--- src/rtl/vsense_pkg.sv ---
package vsense_pkg;
  typedef enum logic [2:0] {
    ST_IDLE,
    ST_EN_WAIT,
    ST_RST_WAIT,
    ST_CFG,
    ST_CONV
  } seq_state_t;
endpackage

--- src/rtl/vsense_timer.sv ---
module vsense_timer #(
  parameter int W = 16
) (
  input  logic         clk,
  input  logic         rst_n,
  input  logic         clr_i,
  output logic [W-1:0] cnt_o
);
  localparam logic [W-1:0] CMAX = '1;

  logic [W-1:0] cnt_d;

  always_comb begin
    cnt_d = cnt_o;
    if (clr_i)             cnt_d = '0;
    else if (cnt_o != CMAX) cnt_d = cnt_o + 1'b1;
  end

  always_ff @(posedge clk or negedge rst_n) begin
    if (!rst_n) cnt_o <= '0;
    else        cnt_o <= cnt_d;
  end

  // the timeout counter saturates rather than wrapping to zero
  assert_timer_sat_R9: assert property (@(posedge clk) disable iff (!rst_n)
    (!clr_i && cnt_o == CMAX) |=> (cnt_o == CMAX));
endmodule

--- src/rtl/vsense_cfg_shift.sv ---
module vsense_cfg_shift #(
  parameter int CFGW = 8
) (
  input  logic            clk,
  input  logic            rst_n,
  input  logic            load_i,
  input  logic [CFGW-1:0] data_i,
  input  logic            shift_i,
  output logic            bit_o
);
  localparam int SCW = $clog2(CFGW + 1);

  logic [CFGW-1:0] sh_q, sh_d;
  logic [SCW-1:0]  scnt_q, scnt_d;

  always_comb begin
    sh_d   = sh_q;
    scnt_d = scnt_q;
    if (load_i) begin
      sh_d   = data_i;
      scnt_d = '0;
    end else if (shift_i) begin
      sh_d   = {sh_q[CFGW-2:0], 1'b0};
      scnt_d = scnt_q + 1'b1;
    end
  end

  always_ff @(posedge clk or negedge rst_n) begin
    if (!rst_n) begin
      sh_q   <= '0;
      scnt_q <= '0;
    end else begin
      sh_q   <= sh_d;
      scnt_q <= scnt_d;
    end
  end

  assign bit_o = sh_q[CFGW-1];

  // no more than CFGW bits leave per loaded byte
  assert_shift_count_R3: assert property (@(posedge clk) disable iff (!rst_n)
    shift_i |-> (scnt_q < SCW'(CFGW)));
endmodule

--- src/rtl/vsense_chan_list.sv ---
module vsense_chan_list #(
  parameter int MAXCH = 16,
  parameter int CHW   = 4,
  parameter int CNTW  = 5,
  parameter int IDXW  = 4
) (
  input  logic                 clk,
  input  logic                 rst_n,
  input  logic                 load_i,
  input  logic [MAXCH*CHW-1:0] list_i,
  input  logic [CNTW-1:0]      cnt_i,
  input  logic                 adv_i,
  input  logic                 ahead_i,
  output logic [CHW-1:0]       chsel_o,
  output logic [CHW-1:0]       cur_o,
  output logic                 last_o
);
  logic [CHW-1:0]  ent [MAXCH];
  logic [IDXW-1:0] idx_q, idx_d, sel;
  logic [CNTW-1:0] cnt_q, idx_ext;
  logic            nxt_ok;

  for (genvar g = 0; g < MAXCH; g++) begin : g_ent
    always_ff @(posedge clk or negedge rst_n) begin
      if (!rst_n)      ent[g] <= '0;
      else if (load_i) ent[g] <= list_i[g*CHW +: CHW];
    end
  end

  always_comb begin
    idx_d = idx_q;
    if (load_i)     idx_d = '0;
    else if (adv_i) idx_d = idx_q + 1'b1;
  end

  always_ff @(posedge clk or negedge rst_n) begin
    if (!rst_n) begin
      idx_q <= '0;
      cnt_q <= '0;
    end else begin
      idx_q <= idx_d;
      if (load_i) cnt_q <= cnt_i;
    end
  end

  assign idx_ext = CNTW'(idx_q);
  assign nxt_ok  = (idx_ext + 1'b1) < cnt_q;
  assign sel     = (ahead_i && nxt_ok) ? IDXW'(idx_q + 1'b1) : idx_q;
  assign chsel_o = ent[sel];
  assign cur_o   = ent[idx_q];
  assign last_o  = (idx_ext == cnt_q - 1'b1);

  // a capture never advances past the programmed count
  assert_idx_in_range_R7: assert property (@(posedge clk) disable iff (!rst_n)
    adv_i |-> (idx_ext < cnt_q));
endmodule

--- src/rtl/vsense_seq.sv ---
module vsense_seq
  import vsense_pkg::*;
#(
  parameter int MAXCH    = 16,
  parameter int CHW      = 4,
  parameter int DW       = 6,
  parameter int CFGW     = 8,
  parameter int TOW      = 16,
  parameter int WAIT_EN  = 2,
  parameter int WAIT_RST = 2,
  localparam int CNTW    = $clog2(MAXCH + 1),
  localparam int IDXW    = $clog2(MAXCH)
) (
  input  logic                 clk,
  input  logic                 rst_n,
  input  logic                 start_i,
  input  logic [CFGW-1:0]      cfg_i,
  input  logic [MAXCH*CHW-1:0] chan_list_i,
  input  logic [CNTW-1:0]      chan_cnt_i,
  input  logic [TOW-1:0]       tmo_i,
  output logic                 sn_en_o,
  output logic                 sn_rst_o,
  output logic                 sn_cfg_en_o,
  output logic                 sn_cfg_bit_o,
  output logic [CHW-1:0]       sn_chsel_o,
  input  logic                 sn_eoc_i,
  input  logic                 sn_eos_i,
  input  logic [DW-1:0]        sn_data_i,
  output logic                 busy_o,
  output logic                 done_o,
  output logic                 err_o,
  output logic                 res_valid_o,
  output logic [CHW-1:0]       res_chan_o,
  output logic [DW-1:0]        res_data_o,
  output logic                 res_eos_o
);
  localparam logic [TOW-1:0]  EN_LAST  = TOW'(WAIT_EN - 1);
  localparam logic [TOW-1:0]  RST_LAST = TOW'(WAIT_RST - 1);
  localparam logic [TOW-1:0]  CFG_LAST = TOW'(CFGW - 1);
  localparam logic [CNTW-1:0] CNT_MAX  = CNTW'(MAXCH);

  // reset synchronizer: asserts at once, releases on the clock
  logic [1:0] rsync;
  logic       rst_s;
  always_ff @(posedge clk or negedge rst_n) begin
    if (!rst_n) rsync <= '0;
    else        rsync <= {rsync[0], 1'b1};
  end
  assign rst_s = rsync[1];

  seq_state_t     state_q, state_d;
  logic [TOW-1:0] t, tmo_q;
  logic           accept, cnt_ok, cap, fin, tmo_hit, tmr_clr;
  logic           eoc_q, eos_q;
  logic [DW-1:0]  data_q;
  logic [CHW-1:0] cur_ch;
  logic           last_ch;

  assign cnt_ok = (chan_cnt_i != '0) && (chan_cnt_i <= CNT_MAX);
  assign accept = (state_q == ST_IDLE) && start_i && cnt_ok;
  assign cap    = (state_q == ST_CONV) && eoc_q && !sn_eoc_i;

  always_comb begin
    state_d = state_q;
    fin     = 1'b0;
    tmo_hit = 1'b0;
    unique case (state_q)
      ST_IDLE:     if (accept)         state_d = ST_EN_WAIT;
      ST_EN_WAIT:  if (t == EN_LAST)   state_d = ST_RST_WAIT;
      ST_RST_WAIT: if (t == RST_LAST)  state_d = ST_CFG;
      ST_CFG:      if (t == CFG_LAST)  state_d = ST_CONV;
      ST_CONV: begin
        if (cap && last_ch) begin
          state_d = ST_IDLE;
          fin     = 1'b1;
        end else if (!cap && (t == tmo_q - 1'b1)) begin
          state_d = ST_IDLE;
          tmo_hit = 1'b1;
        end
      end
      default: state_d = ST_IDLE;
    endcase
  end

  assign tmr_clr = (state_d != state_q) || cap;

  vsense_timer #(.W(TOW)) u_timer (
    .clk   (clk),
    .rst_n (rst_s),
    .clr_i (tmr_clr),
    .cnt_o (t)
  );

  vsense_cfg_shift #(.CFGW(CFGW)) u_shift (
    .clk     (clk),
    .rst_n   (rst_s),
    .load_i  (accept),
    .data_i  (cfg_i),
    .shift_i (state_q == ST_CFG),
    .bit_o   (sn_cfg_bit_o)
  );

  vsense_chan_list #(.MAXCH(MAXCH), .CHW(CHW), .CNTW(CNTW), .IDXW(IDXW)) u_list (
    .clk     (clk),
    .rst_n   (rst_s),
    .load_i  (accept),
    .list_i  (chan_list_i),
    .cnt_i   (chan_cnt_i),
    .adv_i   (cap),
    .ahead_i (state_q == ST_CONV),
    .chsel_o (sn_chsel_o),
    .cur_o   (cur_ch),
    .last_o  (last_ch)
  );

  always_ff @(posedge clk or negedge rst_s) begin
    if (!rst_s) begin
      state_q     <= ST_IDLE;
      tmo_q       <= '0;
      eoc_q       <= 1'b0;
      eos_q       <= 1'b0;
      data_q      <= '0;
      done_o      <= 1'b0;
      err_o       <= 1'b0;
      res_valid_o <= 1'b0;
      res_chan_o  <= '0;
      res_data_o  <= '0;
      res_eos_o   <= 1'b0;
    end else begin
      state_q     <= state_d;
      eoc_q       <= sn_eoc_i;
      eos_q       <= sn_eos_i;
      data_q      <= sn_data_i;
      done_o      <= fin;
      res_valid_o <= cap;
      if (accept)       tmo_q <= tmo_i;
      if (accept)       err_o <= 1'b0;
      else if (tmo_hit) err_o <= 1'b1;
      if (cap) begin
        res_chan_o <= cur_ch;
        res_data_o <= data_q;
        res_eos_o  <= eos_q;
      end
    end
  end

  assign sn_en_o     = (state_q != ST_IDLE);
  assign sn_rst_o    = (state_q == ST_IDLE) || (state_q == ST_EN_WAIT);
  assign sn_cfg_en_o = (state_q == ST_CFG);
  assign busy_o      = (state_q != ST_IDLE);

  // reset released only with core control on for the wait
  assert_rst_after_en_R1: assert property (@(posedge clk) disable iff (!rst_s)
    $fell(sn_rst_o) |-> (sn_en_o && $past(sn_en_o, 2)));
  // configuration begins only after reset has been low long enough
  assert_cfg_after_rst_R2: assert property (@(posedge clk) disable iff (!rst_s)
    $rose(sn_cfg_en_o) |-> (!sn_rst_o && !$past(sn_rst_o, 2)));
  // channel select frozen during the configuration window
  assert_chsel_hold_cfg_R4: assert property (@(posedge clk) disable iff (!rst_s)
    (sn_cfg_en_o && $past(sn_cfg_en_o)) |-> $stable(sn_chsel_o));
  // a result follows a falling end-of-conversion
  assert_capture_on_fall_R6: assert property (@(posedge clk) disable iff (!rst_s)
    res_valid_o |-> ($past(eoc_q) && !$past(sn_eoc_i)));
  // done leaves the sensor disabled and in reset
  assert_done_idle_R8: assert property (@(posedge clk) disable iff (!rst_s)
    done_o |-> (!busy_o && !sn_en_o && sn_rst_o && res_valid_o));
  // a timeout leaves the sensor in reset
  assert_err_reset_R9: assert property (@(posedge clk) disable iff (!rst_s)
    $rose(err_o) |-> (sn_rst_o && !busy_o && !done_o));
  // busy ends only through done or error
  assert_busy_end_R10: assert property (@(posedge clk) disable iff (!rst_s)
    $fell(busy_o) |-> (done_o || err_o));
endmodule

--- config.mk ---
export PLATFORM = sky130hd
export DESIGN_NAME = vsense_seq
export DESIGN_NICKNAME = d
export VERILOG_FILES = /design/src/rtl/vsense_pkg.sv /design/src/rtl/vsense_timer.sv /design/src/rtl/vsense_cfg_shift.sv /design/src/rtl/vsense_chan_list.sv /design/src/rtl/vsense_seq.sv
export SDC_FILE = /design/constraint.sdc
export NUM_CORES = 1
export LEC_CHECK = 0
export CORE_MARGIN = 2
export CORE_UTILIZATION = 48
export DETAILED_ROUTE_END_ITERATION = 16
export GPL_TIMING_DRIVEN = 0
export MAX_ROUTING_LAYER = met4
export PLACE_DENSITY = 0.73
export RECOVER_POWER = 100
export SYNTH_ARGS = -nofsm -noshare
export SYNTH_HDL_FRONTEND = slang
export SYNTH_SLANG_ARGS = --single-unit
export TNS_END_PERCENT = 100
--- constraint.sdc ---
create_clock -name clk -period 5.71 [get_ports clk]
set_input_delay 0.571 -clock clk [delete_from_list [all_inputs] [get_ports clk]]
set_output_delay 0.571 -clock clk [all_outputs]
set_load 0.005 [all_outputs]
==> key figures, run 1 <==
Critical path
  – Critical Path Fanout Max: 19
  – Crit path top cell by count: nand3_1
  – Worst R2R Setup Slack: 1.44 ns
  – CP endpoint kind: output port
  – Crit Path Class: flip-flop to output port
  – Crit path capture: sn_chsel_o[2]
  – CP peak stage delay: 0.58 ns
  – CP required: 5.14 ns
  – Critical path's slowest cell: clkdlybuf4s50_1
  – Critical register-to-register path startpoint: tmo_q[0]$_DFFE_PN0P_
  – Worst Setup Start Kind: flip-flop
  – Critical path origin: u_list.idx_q[0]$_DFFE_PN0P_
  – Worst Path Arrival: 4.84 ns
  – Worst path cell trace: clkbuf_2 > buf_4 > nand3_1 > xnor2_1 > ha_1 > a21oi_1 > o211a_1 > and2_0 > clkbuf_1 > buf_4 > buf_2 > nand3_1 > nand3_1 > o31ai_1 > a211oi_1 > clkdlybuf4s50_1
  – Reg2Reg Depth: 10
  – Terminus of the critical flop-to-flop path: u_timer.cnt_o[9]$_DFFE_PN0P_

STA
  – Crit share post-route: 0.9481
  – Slew Limit Headroom: -1.076
  – # setup viols final: 0
  – RSZ-0062 raised after global routing: no
  – Slew Limit Fails: 111
  – Measured slew at the worst slew-check pin: 3.114 ns
  – Final Critical Period: 5.414 ns
  – Clk_skew: 0.008311 ns
  – Final Hold Viols: 0
  – Fmax achieved: 184.7 MHz

GRT
  – Initial antenna violation count: 0
  – Largest net degree at the start of global routing: 60
  – GRT overflow: 0
  – First-pass GRT wire length: 32750 um
  – Vias in the first global route: 6511
  – Total Routing Usage GR: 0.2608

Logic synthesis
  – Synth Flop Type: dfrtp_1
  – Synth Register Bits: 140
  – Post-synthesis async set-or-reset flop share: 1.000
  – Post-synth EDFFs: 0
  – Synth warn: 0
  – Yosys cell types: 62
  – Mean Syn Cell Area: 9.410 um2
  – Post-Syn Instances: 824
  – Net Count, Synth: 938
  – Sequential-to-total area share from yosys stat: 0.4518
  – Post-Syn Area: 0.007754 mm2

Detailed routing
  – # DRC: 0
  – Via/cell ratio: 5.468
  – TritonRoute pass-1 iters: 5
  – Final WL: 20340 um
  – Wirelength per Cell: 16.98 um
  – Post-DRT Antenna Nets: 0
  – Iteration-0 DRC Markers: 529
  – Overall via count from detail_route: 6551

Floorplan
  – Initial core utilization: 0.4899
  – Die Ht: 131.1 um
  – Ports: 127
  – # rows: 46
  – DIE AREA: 0.01719 mm2
  – Placeable Area: 0.01583 mm2
  – Die W: 131.1 um

Clocking
  – Clock Latency Late Sink: 0.42 ns
  – # Post-CTS Setup Buffers: 0
  – Root Driver: clkbuf_16
  – Reg clk slew, reported paths: 0.06 ns
  – Total number of H-tree levels: 4
  – Cts bufs inserted: 17
  – CTS sink count: 140
  – CTS tree: done
  – Max Root-Sink Buffers: 2

Placed design
  – Placed wire-length estimate: 15040 um
  – Port Buf Inserts: 126
  – GP Congestion: 0.9312

Layout
  – Fraction of layout cells with a size suffix above 1: 0.1029
  – # diodes: 0
  – Net count, final: 1083
  – Layout area overhead: 26.74%
  – FF+latch area: 0.003503 mm2
  – Area of the multi-input gates: 0.003951 mm2
  – Post-layout utilization of the core: 0.6209
  – Filler cells: 1334

Power and ir drop
  – Pwr Total: 4.071 mW
  – Leakage: 4.379 nW
  – Pwr per Cell Area: 414.3 mW/mm2
  – Max IR drop VDD: 263.6 uV

Min path
  – Worst hold path type: flip-flop to flip-flop

Outcome
  – Status: finished, violations left
  – Failing checks: max-capacitance violations, max-slew violations

Run
  – Max_cap viols: 2
-- cell usage in the layout, fill, tap and decap left out, drive strengths merged, types with 21 or more instances in the layout --
cell / count
a21oi: 23
clkbuf: 61
clkdlybuf4s50: 97
dfrtp: 140
dlygate4sd3: 29
inv: 22
mux4: 36
nand2: 306
nand3: 21
-- sequential cells by signal, indices dropped and copies added, names as in the netlist --
register       cells
res_valid_o        1
rsync              2
u_list.cnt_q       5
eoc_q              1
eos_q              1
u_shift.sh_q       8
res_data_o         6
u_list.ent        64
u_timer.cnt_o     16
data_q             6
u_list.idx_q       4
err_o              1
state_q            3
res_chan_o         4
res_eos_o          1
done_o             1
tmo_q             16
-- worst max-delay path: cells and delay by family, from the launching register on --
family	cells	cell delay, ns
buffers and inverters	6	2.04
AO/OA/AOI/OAI	4	0.94
AND/OR/NAND/NOR	4	0.54
flip-flops	1	0.40
adder cells (fa/ha/maj)	1	0.31
XOR/XNOR	1	0.18
-- timing repair --
item | 4_1_cts | 5_1_grt
hold buffers | 0 | 0
gates resized for setup | 7 | 1
setup endpoints to repair | 4 | 4
gates cloned | 0 | 0
-- worst min path at each step --
stage,depth (start not counted),endpoint,from,slack [ns]
detailed placement,0,tmo_q[11]$_DFFE_PN0P_,rsync[1]$_DFF_PN0_,0.30
floorplan,0,rsync[0]$_DFF_PN0_,rst_n,0.28
CTS,1,rsync[1]$_DFF_PN0_,rst_n,0.29
global route,0,rsync[1]$_DFF_PN0_,rsync[0]$_DFF_PN0_,0.36
global placement,0,rsync[1]$_DFF_PN0_,rsync[0]$_DFF_PN0_,0.34
finish,0,rsync[1]$_DFF_PN0_,rsync[0]$_DFF_PN0_,0.35
-- cell families (layout without fill, tap and decap cells) --
logic type,after synthesis,after routing,share of synthesized area
DFF,140,140,0.4518
buffers and inverters,70,228,0.03582
AOI/OAI and AO/OA,88,88,0.08085
adders and majority gates,10,10,0.01614
xor gates and xnor gates,36,36,0.04066
and+or+nand+nor,415,415,0.2322
other,1,1,0.0004836
muxes,64,64,0.1420
-- report_power, final --
group / internal (mW) / total (mW) / switching [mW]
Clock: 0.611 / 1.05 / 0.437
Combinational: 0.687 / 1.34 / 0.653
Sequential: 1.34 / 1.68 / 0.344
Total: 2.64 / 4.07 / 1.43
-- synth_stat cells (all sizes together) (3+ instances only) --
cell type / number / area share
nand2: 306 / 0.15
dfrtp: 140 / 0.45
clkbuf: 40 / 0.019
mux4: 36 / 0.10
a21oi: 23 / 0.020
nand3: 21 / 0.014
inv: 20 / 0.0097
mux2i: 20 / 0.026
xnor2: 20 / 0.023
nor2: 17 / 0.0082
o21ai: 16 / 0.012
xor2: 16 / 0.018
nor4: 12 / 0.012
ha: 10 / 0.016
nand2b: 10 / 0.0081
buf: 9 / 0.0063
nor2b: 9 / 0.0073
a211oi: 8 / 0.0077
mux2: 8 / 0.012
nand4: 8 / 0.0065
a22oi: 7 / 0.0068
nor3: 6 / 0.0039
o22ai: 6 / 0.0048
o31ai: 6 / 0.0058
nor3b: 5 / 0.0048
or2: 5 / 0.0040
a31oi: 3 / 0.0024
and3: 3 / 0.0024
or4: 3 / 0.0034
-- routing by layer --
layer  up-vias  global-route usage  wire length (um)  part of all wire
li1       3114                   -                 -                 -
met1      3185              0.3527              9361              0.46
met2       228              0.3920              9219              0.45
met3        24             0.06940              1506             0.074
met4         0             0.07196               252             0.012
met5         -                   -                 0                 0
-- cell type report --
class                           count  area share
Buffer                             47     0.01961
Multi-Input combinational cell    614      0.4021
Sequential cell                   140      0.3565
Timing Repair Buffer              128      0.1291
Tap cell                          216     0.02750
Clock buffer                       19     0.04507
Clock inverter                     13     0.01210
Inverter                           21    0.008021
-- per-stage QoR --
step	instances	worst slack, ns	hold slack (ns)	area [um2]	TNS [ns]
6_report	1198	0.2963	0.3540	9827	0
5_1_grt	1198	0.01159	0.3587	9827	0
4_1_cts	1199	0.05257	0.2932	9920	0
3_5_place_dp	1168	-0.4231	0.3013	9344	-1.582
3_3_place_gp	1166	-0.4084	0.3355	9285	-19.19
2_1_floorplan	824	1.364	0.2754	7754	0
Note: power is estimated with default switching activity, not from simulation.
==> run 2, diff against run 1 <==
- CORE_UTILIZATION: 48 -> 25
- PLACE_DENSITY: 0.73 -> not set
==> run 2 against run 1 <==
The flow still finishes with violations (max-capacitance violations, max-slew violations). Combinational power about the same. Final area rose by 3.1%. Maximum frequency about the same. Critical path type unchanged. Total power grew 5.0%. Register-to-register slack got worse by 0.03 ns. Sequential power about the same. Sequential share of layout area down 1.1 points. Via count grew 1.4%. Clock skew about the same. Sequential cell count stayed put.
==> key figures, run 2 (synthesis gave the netlist of run 1 again) <==
Placed design
  – Placed inst area: 0.009569 mm2
  – Place WS: -0.4376 ns
  – Placed Cells: 1348
  – Port Buf Inserts: 126
  – GP Congestion: 0.8662
  – Placed wire-length estimate: 17470 um

Detailed routing
  – TritonRoute pass-1 iters: 5
  – Iteration-0 DRC Markers: 422
  – Post-DRT Antenna Nets: 0
  – Wirelength per Cell: 17.09 um
  – Final WL: 23530 um
  – Overall via count from detail_route: 6640
  – # DRC: 0
  – Via/cell ratio: 4.822

Layout
  – Commonest non-fill, non-tap cell in the layout: nand2_1
  – Post-route cell area: 0.01013 mm2
  – Net count, final: 1083
  – # diodes: 0
  – Most flops, register: u_list.ent
  – Commonest cells after routing, fill and taps aside: 306 x nand2_1, 140 x dfrtp_1, 98 x clkdlybuf4s50_1
  – Fraction of layout cells with a size suffix above 1: 0.1081
  – Filler cells: 3225
  – Post-layout utilization of the core: 0.3313
  – Cell Count, Final, Fillers Out: 1377
  – Largest registers: u_list.ent x64, tmo_q x16, u_timer.cnt_o x16
  – Largest register FFs: 64
  – Layout area overhead: 30.69%

Clocking
  – Cts bufs inserted: 17
  – Clock Latency Late Sink: 0.43 ns
  – Reg clk slew, reported paths: 0.06 ns
  – CTS sink count: 140
  – CTS tree: done
  – Root Driver: clkbuf_16
  – Total number of H-tree levels: 4
  – Max Root-Sink Buffers: 2
  – Cts hold-fix bufs: 0

STA
  – Hold WS: 0.3504 ns
  – Clk_skew: 0.008338 ns
  – Final Critical Period: 5.418 ns
  – Measured slew at the worst slew-check pin: 2.946 ns
  – Setup tns final: 0 ns
  – # setup viols final: 0
  – Post-route setup slack: 0.2917 ns
  – Final Hold Viols: 0
  – RSZ-0062 raised after global routing: no
  – Fmax achieved: 184.6 MHz
  – Slew Limit Fails: 109
  – Crit share post-route: 0.9489
  – Slew Limit Headroom: -0.9639

Power and ir drop
  – Max IR drop VDD: 229.8 uV
  – Leakage: 4.435 nW
  – Pwr Total: 4.273 mW
  – Pwr per Cell Area: 421.6 mW/mm2

Critical path
  – CP endpoint kind: output port
  – CP required: 5.14 ns
  – Worst R2R Setup Slack: 1.41 ns
  – Critical Path Fanout Max: 10
  – Crit Path Class: flip-flop to output port
  – Reg2Reg Depth: 10
  – Worst Path Arrival: 4.85 ns
  – Worst Setup Start Kind: flip-flop

Min path
  – Worst hold path depth: 0
  – Worst hold path type: flip-flop to flip-flop

Floorplan
  – Initial core utilization: 0.2535
  – Ports: 127
  – Placeable Area: 0.03059 mm2
  – Die W: 180.1 um
  – # rows: 64
  – DIE AREA: 0.03244 mm2
  – Die Ht: 180.1 um

GRT
  – Largest net degree at the start of global routing: 56
  – Total Routing Usage GR: 0.1512
  – First-pass GRT wire length: 37030 um
  – Initial antenna violation count: 0
  – GRT overflow: 0
  – Vias in the first global route: 6718

Outcome
  – Status: finished, violations left
  – Failing checks: max-capacitance violations, max-slew violations

Run
  – Max_cap viols: 2
[run 2: path summary, 6_finish.rpt]
kind | from | endpoint
setup / recovery | u_list.idx_q[0]$_DFFE_PN0P_ | sn_chsel_o[3]
hold reg to reg | rsync[0]$_DFF_PN0_ | rsync[1]$_DFF_PN0_
min in group asynchronous | rst_n | rsync[1]$_DFF_PN0_
max in group asynchronous | rsync[1]$_DFF_PN0_ | u_list.ent[49]$_DFFE_PN0P_
setup reg to reg | tmo_q[0]$_DFFE_PN0P_ | u_timer.cnt_o[15]$_DFFE_PN0P_
hold / removal | rsync[0]$_DFF_PN0_ | rsync[1]$_DFF_PN0_
[run 2: what timing repair did]
action / in CTS / in global routing
setup endpoints to repair: 4 / 4
endpoints found under the hold margin: 0 / 0
resized for setup: 8 / 6
setup buffers: 0 / 0
[run 2: metal layers]
layer  share of wire  up-vias  global-route usage
li1                -     3117                   -
met1            0.47     3284              0.2023
met2            0.45      208              0.2276
met3           0.054       31             0.03133
met4           0.022        0             0.05290
met5               0        -                   -
[run 2: where the power goes]
| group | switching, mW | total, mW | internal (mW) | leakage (nW) |
|---|---|---|---|---|
| sequential | 0.347 | 1.68 | 1.34 | 1.79 |
| combinational | 0.681 | 1.37 | 0.693 | 2.33 |
| clock | 0.469 | 1.21 | 0.744 | 0.311 |
| total | 1.50 | 4.27 | 2.78 | 4.44 |
[run 2: layout make-up]
class	count	area, um2	area share
multi-input cells	614	3964	0.3912
repair buffers	128	1269	0.1252
flip-flops and latches	140	3503	0.3457
plain buffers	47	196.4	0.01939
inverters	21	78.83	0.007779
clock inverters	13	187.7	0.01852
clock buffers	18	439.2	0.04334
well taps	396	495.5	0.04889
[run 2: worst max-delay path: stages (launching register included)]
cell and delay (ns):
dfrtp_1 0.40, clkbuf_2 0.27, buf_4 0.28, clkbuf_4 0.28, nand3_1 0.16, xnor2_1 0.19
ha_1 0.32, a21oi_1 0.07, o211a_1 0.23, and2_2 0.26, buf_4 0.21, buf_2 0.21
a41oi_1 0.51, o22ai_1 0.16, a211oi_2 0.31, clkdlybuf4s50_1 0.56
